### src/rtl/irq_route_pkg.sv
package irq_route_pkg;

    localparam int unsigned IRQ_N  = 16;
    localparam int unsigned KEY_N  = 16;
    localparam int unsigned WAKE_N = 8;

    typedef enum logic [1:0] {
        SENSE_LOW  = 2'b00,
        SENSE_FALL = 2'b01,
        SENSE_RISE = 2'b10,
        SENSE_BOTH = 2'b11
    } sense_e;

    // Synchronised line: value this cycle and the cycle before.
    typedef struct packed {
        logic now;
        logic was;
    } line_t;

    function automatic logic sense_hit(sense_e mode, line_t ln);
        logic hit;
        case (mode)
            SENSE_LOW:  hit = ~ln.now;
            SENSE_FALL: hit = ln.was & ~ln.now;
            SENSE_RISE: hit = ~ln.was & ln.now;
            default:    hit = ln.was ^ ln.now;
        endcase
        return hit;
    endfunction

endpackage

### src/rtl/irq_sync3.sv
// Two-flop synchroniser followed by a history stage for edge detection.
module irq_sync3 #(
    parameter int unsigned W = 8
) (
    input  logic         clk,
    input  logic         rst,
    input  logic [W-1:0] raw,
    output logic [W-1:0] cur,
    output logic [W-1:0] was
);
    logic [W-1:0] meta;

    always_ff @(posedge clk) begin
        if (rst) begin
            meta <= '1;
            cur  <= '1;
            was  <= '1;
        end else begin
            meta <= raw;
            cur  <= meta;
            was  <= cur;
        end
    end
endmodule

### src/rtl/irq_sense_bank.sv
// Applies a per-line two-bit sense mode to a bank of synchronised lines.
module irq_sense_bank
    import irq_route_pkg::*;
#(
    parameter int unsigned N = 16
) (
    input  logic [2*N-1:0] mode_bus,
    input  logic [N-1:0]   now,
    input  logic [N-1:0]   was,
    output logic [N-1:0]   hit
);
    for (genvar i = 0; i < N; i++) begin : g_line
        line_t ln;
        assign ln     = '{now: now[i], was: was[i]};
        assign hit[i] = sense_hit(sense_e'(mode_bus[2*i +: 2]), ln);
    end
endmodule

### src/rtl/irq_flag_reg.sv
// Sticky request flags: a hit sets, an acknowledge clears, a hit wins a tie.
module irq_flag_reg #(
    parameter int unsigned N = 8
) (
    input  logic         clk,
    input  logic         rst,
    input  logic [N-1:0] hit,
    input  logic [N-1:0] ack,
    output logic [N-1:0] flag
);
    always_ff @(posedge clk) begin
        if (rst) flag <= '0;
        else     flag <= hit | (flag & ~ack);
    end
endmodule

### src/rtl/ext_irq_router.sv
module ext_irq_router
    import irq_route_pkg::*;
#(
    parameter int unsigned N_IRQ  = IRQ_N,
    parameter int unsigned N_KEY  = KEY_N,
    parameter int unsigned N_WAKE = WAKE_N,
    parameter int unsigned LINE_A = 6,
    parameter int unsigned LINE_B = 7
) (
    input  logic                clk,
    input  logic                rst,
    input  logic                vec_ext,
    input  logic                nmi_rise_sel,
    input  logic [2*N_IRQ-1:0]  irq_sense,
    input  logic [N_WAKE-1:0]   wake_rise_sel,
    input  logic                nmi_pin,
    input  logic [N_IRQ-1:0]    irq_pin,
    input  logic [N_KEY-1:0]    key_pin,
    input  logic [N_WAKE-1:0]   wake_pin,
    input  logic                ack_nmi,
    input  logic [N_IRQ-1:0]    ack_irq,
    input  logic [N_KEY-1:0]    ack_key,
    input  logic [N_WAKE-1:0]   ack_wake,
    output logic                req_nmi,
    output logic [N_IRQ-1:0]    req_irq,
    output logic [N_KEY-1:0]    req_key,
    output logic [N_WAKE-1:0]   req_wake
);
    localparam int unsigned HALF   = N_KEY / 2;
    localparam int unsigned OFS_IRQ  = 1;
    localparam int unsigned OFS_KEY  = OFS_IRQ + N_IRQ;
    localparam int unsigned OFS_WAKE = OFS_KEY + N_KEY;
    localparam int unsigned RAW_N    = OFS_WAKE + N_WAKE;

    logic [RAW_N-1:0] raw_bus, cur_bus, was_bus, hit_bus, ack_bus, flag_bus;

    assign raw_bus = {wake_pin, key_pin, irq_pin, nmi_pin};

    irq_sync3 #(.W(RAW_N)) u_sync (
        .clk (clk),
        .rst (rst),
        .raw (raw_bus),
        .cur (cur_bus),
        .was (was_bus)
    );

    logic [N_IRQ-1:0]  cur_irq, was_irq, line_now, line_was, hit_irq;
    logic [N_KEY-1:0]  cur_key, was_key, hit_key;
    logic [N_WAKE-1:0] cur_wake, was_wake, hit_wake;
    logic              hit_nmi;

    assign cur_irq  = cur_bus[OFS_IRQ  +: N_IRQ];
    assign was_irq  = was_bus[OFS_IRQ  +: N_IRQ];
    assign cur_key  = cur_bus[OFS_KEY  +: N_KEY];
    assign was_key  = was_bus[OFS_KEY  +: N_KEY];
    assign cur_wake = cur_bus[OFS_WAKE +: N_WAKE];
    assign was_wake = was_bus[OFS_WAKE +: N_WAKE];

    // Key routing: merged lines are active-low wired ANDs of pin and keys.
    always_comb begin
        line_now = cur_irq;
        line_was = was_irq;
        if (!vec_ext) begin
            line_now[LINE_A] = cur_irq[LINE_A] & (&cur_key[HALF-1:0]);
            line_was[LINE_A] = was_irq[LINE_A] & (&was_key[HALF-1:0]);
            line_now[LINE_B] = cur_irq[LINE_B] & (&cur_key[N_KEY-1:HALF]);
            line_was[LINE_B] = was_irq[LINE_B] & (&was_key[N_KEY-1:HALF]);
        end
    end

    irq_sense_bank #(.N(N_IRQ)) u_bank (
        .mode_bus (irq_sense),
        .now      (line_now),
        .was      (line_was),
        .hit      (hit_irq)
    );

    assign hit_key  = vec_ext ? (was_key & ~cur_key) : '0;
    assign hit_wake = (wake_rise_sel & cur_wake & ~was_wake)
                    | (~wake_rise_sel & ~cur_wake & was_wake);
    assign hit_nmi  = nmi_rise_sel ? (cur_bus[0] & ~was_bus[0])
                                   : (~cur_bus[0] & was_bus[0]);

    assign hit_bus = {hit_wake, hit_key, hit_irq, hit_nmi};
    assign ack_bus = {ack_wake, ack_key, ack_irq, ack_nmi};

    irq_flag_reg #(.N(RAW_N)) u_flags (
        .clk  (clk),
        .rst  (rst),
        .hit  (hit_bus),
        .ack  (ack_bus),
        .flag (flag_bus)
    );

    assign req_nmi  = flag_bus[0];
    assign req_irq  = flag_bus[OFS_IRQ  +: N_IRQ];
    assign req_key  = flag_bus[OFS_KEY  +: N_KEY];
    assign req_wake = flag_bus[OFS_WAKE +: N_WAKE];
endmodule

### config.mk
export PLATFORM = sky130hd
export DESIGN_NAME = ext_irq_router
export DESIGN_NICKNAME = d
export VERILOG_FILES = /design/src/rtl/irq_route_pkg.sv /design/src/rtl/irq_sync3.sv /design/src/rtl/irq_sense_bank.sv /design/src/rtl/irq_flag_reg.sv /design/src/rtl/ext_irq_router.sv
export SDC_FILE = /design/constraint.sdc
export NUM_CORES = 1
export LEC_CHECK = 0
export ABC_AREA = 1
export BUFFER_PORTS_ARGS = -buffer_cell sky130_fd_sc_hd__buf_4
export CAP_MARGIN = 20
export CORE_ASPECT_RATIO = 0.5
export CORE_MARGIN = 2
export CORE_UTILIZATION = 33
export CTS_CLUSTER_SIZE = 25
export DETAILED_ROUTE_END_ITERATION = 10
export PLACE_DENSITY = 0.59
export SETUP_SLACK_MARGIN = 0.1
export SYNTH_ARGS = -nofsm -noshare
export SYNTH_HDL_FRONTEND = slang
export SYNTH_HIERARCHICAL = 1
export SYNTH_SLANG_ARGS = --single-unit
### constraint.sdc
create_clock -name clk -period 1.8 [get_ports clk]
set_input_delay 0.54 -clock clk [delete_from_list [all_inputs] [get_ports clk]]
set_output_delay 0.54 -clock clk [all_outputs]
set_load 0.02 [all_outputs]
# Yosys cells after proc, flatten, opt, wreduce, memory -nomap -nowiden
# Index checks and enable logic that the tools add are counted.
# Widths: inputs -> output; s select.
totals:
  register_bits: 164
  in_bits: 126
  output_inout_bits: 41
classes:
  eq_ne: 32
  n_mux: 20
  bitwise_logic: 101
  reduce_logical: 20
op_table:
  columns: ["op", "n"]
  rows:
  - ["$pmux 1 s3", 16]
  - ["$and 41x41->41", 1]
  - ["$not 41->41", 1]
  - ["$or 41x41->41", 1]
  - ["$and 1x1->1", 38]
  - ["$not 1->1", 34]
  - ["$and 8x8->8", 4]
  - ["$eq 2x1->1 const B", 16]
  - ["$eq 2x2->1 const B", 16]
  - ["$logic_not 2->1", 16]
  - ["$reduce_and 8->1", 4]
  - ["$not 8->8", 3]
  - ["$and 16x16->16", 1]
  - ["$mux 16", 1]
  - ["$not 16->16", 1]
  - ["$xor 1x1->1", 16]
  - ["$or 8x8->8", 1]
  - ["$mux 2", 2]
  - ["$mux 1", 1]

# Longest topological paths before layout
# Gate-level depths: netlist of the first run.
depth:
  word_depth: 7
  mapped_depth: 12
  ltp_nobuf: 12

# Cells and area by module
# The synthesis of the first run kept the hierarchy.
modules_own_cells:
  columns: ["module", "n_inst", "cells_each", "area_per_inst_um2", "seq_area_each_um2"]
  rows:
  - ["irq_sync3", 1, 383, 3474.6, 2462.4]
  - ["irq_flag_reg", 1, 210, 1759.2, 820.8]
  - ["irq_sense_bank", 1, 240, 1221.2, 0.0]
  - ["ext_irq_router", 1, 108, 445.4, 0.0]

# Least setup slack after synthesis of the first run
# Ideal clock, no wire load.
synth_timing:
  path_kind: "input to register"
  startpoint: "in vec_ext"
  endpoint: "reg u_flags.flag[8]"
  setup_time_ps: 67
  arrival_time_ps: 1559
  slack_ps: 173
  stages: 10
  path_buffers: 1
  path_cell_list: "buf_6 inv_1 a21oi_1 inv_1 ha_1 nand2_1 nand3_1 nand2_1 inv_1 a21oi_4"
synth_between:
  elab_chain_cells: 5
synth_lines:
  columns: ["element", "line", "rtl"]
  rows:
  - ["start: declaration", "ext_irq_router.sv:12", "input logic vec_ext,"]
  - ["$mux 2 (*)", "ext_irq_router.sv:63", "if (!vec_ext) begin"]
  - ["net line_was[7]", "ext_irq_router.sv:47", "logic [N_IRQ-1:0] cur_irq, was_irq, line_now, line_was, hit_irq;"]
  - ["$not 1->1", "irq_route_pkg.sv:25", "SENSE_RISE: hit = ~ln.was & ln.now;"]
  - ["$and 1x1->1", "irq_route_pkg.sv:25", null]
  - ["$pmux 1 s3 (*)", "irq_route_pkg.sv:22", "case (mode)"]
  - ["net hit_irq[7]", "ext_irq_router.sv:47", null]
  - ["$or 41x41->41 (*)", "irq_flag_reg.sv:13", "else flag <= hit | (flag & ~ack);"]
  - ["end signal: assignment", "irq_flag_reg.sv:13", null]
  - ["end: declaration", "irq_flag_reg.sv:9", "output logic [N-1:0] flag"]
# The timed path passes the listed nets; every way through them passes the cells marked *.
# A chain may end at the register's enable or synchronous reset.

# Final worst setup path of the first run
layout_timing:
  startpoint: "reg u_sync.cur[30]"
  endpoint: "reg u_flags.flag[8]"
layout_between:
  elab_chain_cells: 7
layout_lines:
  columns: ["element", "line", "rtl"]
  rows:
  - ["start: declaration", "irq_sync3.sv:8", "output logic [W-1:0] cur,"]
  - ["start signal: assignment", "irq_sync3.sv:20", "cur <= meta;"]
  - ["$reduce_and 8->1 (*)", "ext_irq_router.sv:66", "line_now[LINE_B] = cur_irq[LINE_B] & (&cur_key[N_KEY-1:HALF]);"]
  - ["$and 1x1->1 (*)", "ext_irq_router.sv:66", null]
  - ["$mux 2 (*)", "ext_irq_router.sv:63", null]
  - ["net line_now[7]", "ext_irq_router.sv:47", null]
  - ["$not 1->1", "irq_route_pkg.sv:23, irq_route_pkg.sv:24", null]
  - ["$and 1x1->1", "irq_route_pkg.sv:24", "SENSE_FALL: hit = ln.was & ~ln.now;"]
  - ["$pmux 1 s3 (*)", "irq_route_pkg.sv:22", null]
  - ["net hit_irq[7]", "ext_irq_router.sv:47", null]
  - ["$or 41x41->41 (*)", "irq_flag_reg.sv:13", null]
# Marks and branches as above.

==> results of run 1 <==
[metrics by stage]
| step | hold WS, ns | std cells | util | setup WS, ns |
|---|---|---|---|---|
| detailed placement | 0.386 | 1365 | 0.408 | 0.0975 |
| global route | 0.279 | 1396 | 0.436 | 0.105 |
| global placement | 0.383 | 1365 | 0.408 | 0.135 |
| CTS | 0.279 | 1396 | 0.436 | 0.212 |
| finish | 0.305 | 1396 | 0.436 | 0.232 |
| floorplan | 0.380 | 941 | - | 0.173 |
[sequential cells by signal, summed over array words and instances (netlist names)]
| register | flops |
|---|---|
| u_sync/was | 41 |
| u_sync/cur | 41 |
| u_flags/flag | 41 |
| u_sync/meta | 41 |
[power by group]
group	leakage, nW	total (mW)	internal (mW)	switching (mW)
registers	1.35	3.86	3.79	0.0737
logic	3.76	0.867	0.424	0.443
clock network	0.266	3.57	2.09	1.48
total	5.38	8.29	6.30	2.00
[layout by cell type, fill, tap and decap left out]
master,instances
clkbuf_8,1
nand2_1,296
inv_6,2
nor2_2,1
nand2_2,1
dfxtp_1,164
a21oi_2,38
clkinvlp_4,4
o21ai_0,8
inv_1,307
inv_4,1
nand3_1,32
clkinv_4,2
clkbuf_1,3
nor2_1,33
buf_12,3
ha_1,32
clkbuf_16,17
bufinv_16,2
buf_4,168
a21oi_4,4
a21oi_1,4
[cells by family (layout without fill, tap and decap cells)]
family                     count (synthesis)  after routing  share of synthesized area
DFF                                      164            164                      0.476
and+or+nand+nor                          363            363                      0.204
adders and majority gates                 32             32                     0.0580
AOI/OAI and AO/OA                         54             54                     0.0653
buffers and inverters                    328            510                      0.197
[tightest hold or removal path, stage by stage]
cell	delay (ns)
buf_4	0.08
inv_1	0.03
nand2_1	0.04
[per-layer routing]
| layer | up-vias | wire length (um) | global-route usage |
|---|---|---|---|
| li1 | 2962 | - | - |
| met3 | 6 | 352 | 0.0343 |
| met4 | 0 | 87 | 0.0355 |
| met5 | - | 0 | 0 |
| met2 | 49 | 7050 | 0.240 |
| met1 | 2407 | 5840 | 0.135 |
[worst max path at each step]
stage,to,depth (start not counted),slack (ns)
after floorplan,u_flags/flag[8],10,0.17
after global placement,u_flags/flag[8],10,0.14
after detailed placement,u_flags/flag[8],10,0.1
after CTS,u_flags/flag[8],10,0.21
after global routing,u_flags/flag[7],11,0.11
final,u_flags/flag[8],10,0.23
[layout make-up]
type                            count  share of cell area
Clock buffer                       21              0.0503
Clock inverter                     10              0.0140
Inverter                          308               0.130
Multi-Input combinational cell    449               0.253
Sequential cell                   164               0.367
Tap cell                          273              0.0382
Timing Repair Buffer              171               0.148
[repair_timing]
| item | in CTS | in global routing |
|---|---|---|
| endpoints found under the hold margin | 0 | 0 |
| endpoints found under the setup margin | 0 | 1 |
| gates resized for setup | 0 | 2 |
==> results.json, run 1 <==
{
  "max_freq_ghz": 0.638,
  "row_count": 37,
  "whs_path_depth": 3,
  "cts_max_path_buffers": 2,
  "ys_seq_area_frac": 0.476,
  "outcome": "complete, no violations",
  "grt_setup_unrepaired": "false",
  "hold_end": "u_sync/meta[14]",
  "final-seq-area_mm2": 0.00328,
  "slowest_stage": "dfxtp_1",
  "leakage_nw": 5.38,
  "grt_pass1_vias": 5257,
  "start_util": 0.336,
  "critPathLaunch": "u_sync/cur[30]",
  "synthTopCellsByArea": "dfxtp_1 48%, inv_1 17%, nand2_1 16%",
  "port_buffers": 166,
  "crit_path_max_fanout": 3,
  "cpMostUsedCell": "nand2_1",
  "yosysWarnings": 6,
  "finClkSkew_ns": 0.00847,
  "fin_total_pwr_mw": 8.29,
  "fin_crit_sh": 0.871,
  "syn_inst": 941,
  "fillCellCount": 2125,
  "wl_mm": 13.3,
  "worstPathRequired_ns": 2.14,
  "synth_top_area_share": 0.476,
  "cp-start-kind": "flip-flop",
  "cts_hold_buf": 0,
  "synthTopCellsByCount": "307 x inv_1, 296 x nand2_1, 164 x dfxtp_1",
  "drive_gt1_frac": 0.217,
  "syn_to_final_growth_pct": 29.6,
  "synth_most_common_cell": "inv_1",
  "cp_cell_sequence": "nand2_1, nor2_1, nand2_1, a21oi_1, ha_1, nand2_1, nand3_1, nand2_1, inv_1, a21oi_4",
  "postLayoutCellArea_mm2": 0.00895,
  "r2r_end": "u_flags/flag[8]",
  "detail_route.iter0.violations": 184,
  "fp.dieH_um": 106,
  "synthFlopType": "dfxtp_1",
  "finalNetCount": 1269,
  "drcViolationCount": 0,
  "drt-vias-per-instance": 3.89,
  "p_per_area_mw_per_mm2": 927,
  "post_drt_wl_per_cell_um": 9.55,
  "tns_ns": 0,
  "hold_viol": 0,
  "ios": 167,
  "final_antenna_net_count": 0,
  "placed_area_mm2": 0.00836,
  "endpoint_kind": "flip-flop",
  "grt_antenna_before_repair": 0,
  "hp-class": "in2reg",
  "grtUsageTotal": 0.125,
  "worst_r2r_startpoint": "u_sync/cur[30]",
  "cts_root_buffer": "clkbuf_16",
  "cts.sinks": 164,
  "clkTransAtPathRegs_ns": 0.07,
  "dp_hpwl_mm": 9.83,
  "die_area_mm2": 0.0222,
  "avgSynthCellArea_um2": 7.33,
  "synthesis.nets": 1099,
  "finalWeightedCongestion": 0.725,
  "vdd_drop_max_v": 0.000510,
  "htreeDepth": 4,
  "drt_first_pass_iters": 4,
  "crit_arrival_ns": 1.91,
  "cts_tree": "built",
  "postCtsSetupBuffers": 0,
  "coreArea_mm2": 0.0205,
  "yosys_register_bits": 164,
  "synth_cell_types": 18,
  "cp_slowest_stage_delay_ns": 0.34,
  "worstMarginPinSlew_ns": 0.300,
  "multi_input_area_mm2": 0.00227,
  "synth_top_cell_by_area": "dfxtp_1",
  "finalMaxSlewViolations": 0,
  "vias": 5424,
  "drv_cap": 0,
  "fp.dieW_um": 209,
  "synth-edff-count": 0,
  "grt_max_degree": 66,
  "diodes": 0,
  "hp-start": "irq_pin[13]",
  "cp.buffers_inverters": 1,
  "grt_pass1_wl_mm": 22.3,
  "layout_min_cycle_time_ns": 1.57,
  "numCtsBuffers": 17,
  "syn-cell-area_mm2": 0.00690,
  "gr-total-overflow": 0,
  "finalSetupViolations": 0,
  "rrSetupSlack_ns": 0.23,
  "clock_latency_ns": 0.41,
  "ys_async_sr_fraction": 0,
  "path_class": "reg2reg",
  "r2r_cells": 10,
  "cp_top_family": "simple AND/OR/NAND/NOR gates",
  "slew_headroom": 0.800
}
No activity file was read; power rests on OpenSTA's default activity.
==> run 2: changes to the inputs <==
Settings changed: CELL_PAD_IN_SITES_DETAIL_PLACEMENT set to 1, CELL_PAD_IN_SITES_GLOBAL_PLACEMENT set to 2, CORE_UTILIZATION 33 to 29, PLACE_DENSITY 0.59 to 0.83.
==> results.json, run 2 (synthesis gave the netlist of run 1 again) <==
{
  "detail_route.iter0.violations": 128,
  "syn_to_final_growth_pct": 30.9,
  "cts_root_buffer": "clkbuf_16",
  "finalMaxSlewViolations": 0,
  "cts_max_path_buffers": 2,
  "grt_setup_unrepaired": "true",
  "clock_latency_ns": 0.42,
  "drt_first_pass_iters": 4,
  "outcome": "complete, no violations",
  "intPower_mw": 6.32,
  "vdd_drop_max_v": 0.000521,
  "tns_ns": 0,
  "drive_gt1_frac": 0.225,
  "wl_mm": 15.5,
  "cts.sinks": 164,
  "final_antenna_net_count": 0,
  "dp_hpwl_mm": 11.9,
  "finClkSkew_ns": 0.00801,
  "clkTransAtPathRegs_ns": 0.06,
  "placed_area_mm2": 0.00843,
  "slowest_stage": "dfxtp_1",
  "grt_max_degree": 41,
  "cts_tree": "built",
  "leakage_nw": 5.41,
  "grt_use_met1": 0.136,
  "drt-vias-per-instance": 3.96,
  "crit_arrival_ns": 1.90,
  "worstPathRequired_ns": 2.16,
  "fin_util": 0.391,
  "drv_cap": 0,
  "switching_share": 0.237,
  "grt-busiest-layer": "met2",
  "htreeDepth": 4,
  "cp-start-kind": "flip-flop",
  "postLayoutCellArea_mm2": 0.00903,
  "row_count": 39,
  "cpMostUsedCell": "nand2_1",
  "slew_headroom": 0.820,
  "gr-total-overflow": 0,
  "cp_cell_sequence": "nand2_1, nor2_1, nand2_1, a21oi_2, inv_1, ha_1, nand2_1, nand3_1, nand2_1, inv_1, a21oi_2",
  "max_freq_ghz": 0.648,
  "dp.cells": 1401,
  "power.share.sequential": 0.466,
  "vias": 5676,
  "grt_pass1_wl_mm": 26.3,
  "fp.dieH_um": 113,
  "worstMarginPinSlew_ns": 0.270,
  "dp_slack_ns": 0.0377,
  "setup_ws_ns": 0.257,
  "p_clk_frac": 0.424,
  "finalSetupViolations": 0,
  "fin_cells": 1433,
  "diodes": 0,
  "hold_viol": 0,
  "start_util": 0.299,
  "layout_common_cells": "307 x inv_1, 296 x nand2_1, 171 x buf_4",
  "numCtsBuffers": 17,
  "cp_slowest_stage_delay_ns": 0.33,
  "drcViolationCount": 0,
  "hp-class": "in2reg",
  "finalWeightedCongestion": 0.726,
  "fp.dieW_um": 222,
  "grtUsageMet3": 0.0293,
  "cp.buffers_inverters": 2,
  "path_class": "reg2reg",
  "port_buffers": 166,
  "pwr-share-comb": 0.109,
  "grt_util_met2": 0.252,
  "crit_path_max_fanout": 2,
  "ios": 167,
  "die_area_mm2": 0.0251,
  "cts_hold_buf": 0,
  "grtUsageTotal": 0.130,
  "coreArea_mm2": 0.0231,
  "layout_min_cycle_time_ns": 1.54,
  "post_drt_wl_per_cell_um": 10.8,
  "power_switching_mw": 1.97,
  "finalNetCount": 1273,
  "grt_antenna_before_repair": 0,
  "grt_pass1_vias": 5970,
  "layout_commonest_cell": "inv_1",
  "fin_crit_sh": 0.857,
  "cp_top_family": "simple AND/OR/NAND/NOR gates",
  "endpoint_kind": "flip-flop",
  "p_per_area_mw_per_mm2": 917
}
run 2: changes by cell type in the layout (fill, tap and decap cells not counted), sizes merged:
| cell | before | now |
|---|---|---|
| buf | 171 | 175 |
| clkinv | 2 | 4 |
| clkinvlp | 4 | 3 |
| inv | 310 | 308 |
run 2: worst paths after layout:
path | startpoint | to | slack (ns) | cells after the start
hold / removal | wake_pin[3] | u_sync/meta[36] | 0.29 | 3
hold reg to reg | u_sync/meta[39] | u_sync/cur[39] | 0.41 | 2
setup reg to reg | u_sync/was[24] | u_flags/flag[7] | 0.26 | 11
setup / recovery | u_sync/was[24] | u_flags/flag[7] | 0.26 | 11
run 2: cell type report:
| type | count | area (um2) |
|---|---|---|
| inverters | 308 | 1160 |
| repair buffers | 175 | 1360 |
| well taps | 307 | 384 |
| fillers | 2885 | 14000 |
| clock inverters | 9 | 106 |
| multi-input cells | 449 | 2270 |
| flip-flops and latches | 164 | 3290 |
| clock buffers | 21 | 460 |
run 2: repair_timing:
item	CTS	global route
resized for setup	0	7
setup buffers	0	2
endpoints found under the setup margin	0	2
run 2: tightest hold or removal path: stages:
cell	delay (ns)
buf_4	0.07
inv_1	0.03
nand2_1	0.04
run 2: metal layers:
layer  vias to the layer above  share of wire
met5                         -              0
li1                       2975              -
met4                         0          0.020
met2                        58           0.54
met3                        21          0.026
met1                      2622           0.41
run 2: power by group through the flow:
stage	sequential (mW)	clock (mW)	combinational [mW]
6_report	3.86	3.51	0.906
5_1_grt	3.88	3.80	1.04
4_1_cts	3.87	3.67	0.918
3_5_place_dp	3.95	0	0.912
3_3_place_gp	3.94	0	0.875
2_1_floorplan	3.98	0	0.458
run 2: stage by stage:
stage	power [mW]	hold slack (ns)
final	8.28	0.289
after global routing	8.72	0.276
after CTS	8.45	0.257
after detailed placement	4.86	0.396
after global placement	4.81	0.391
after floorplan	4.44	0.380
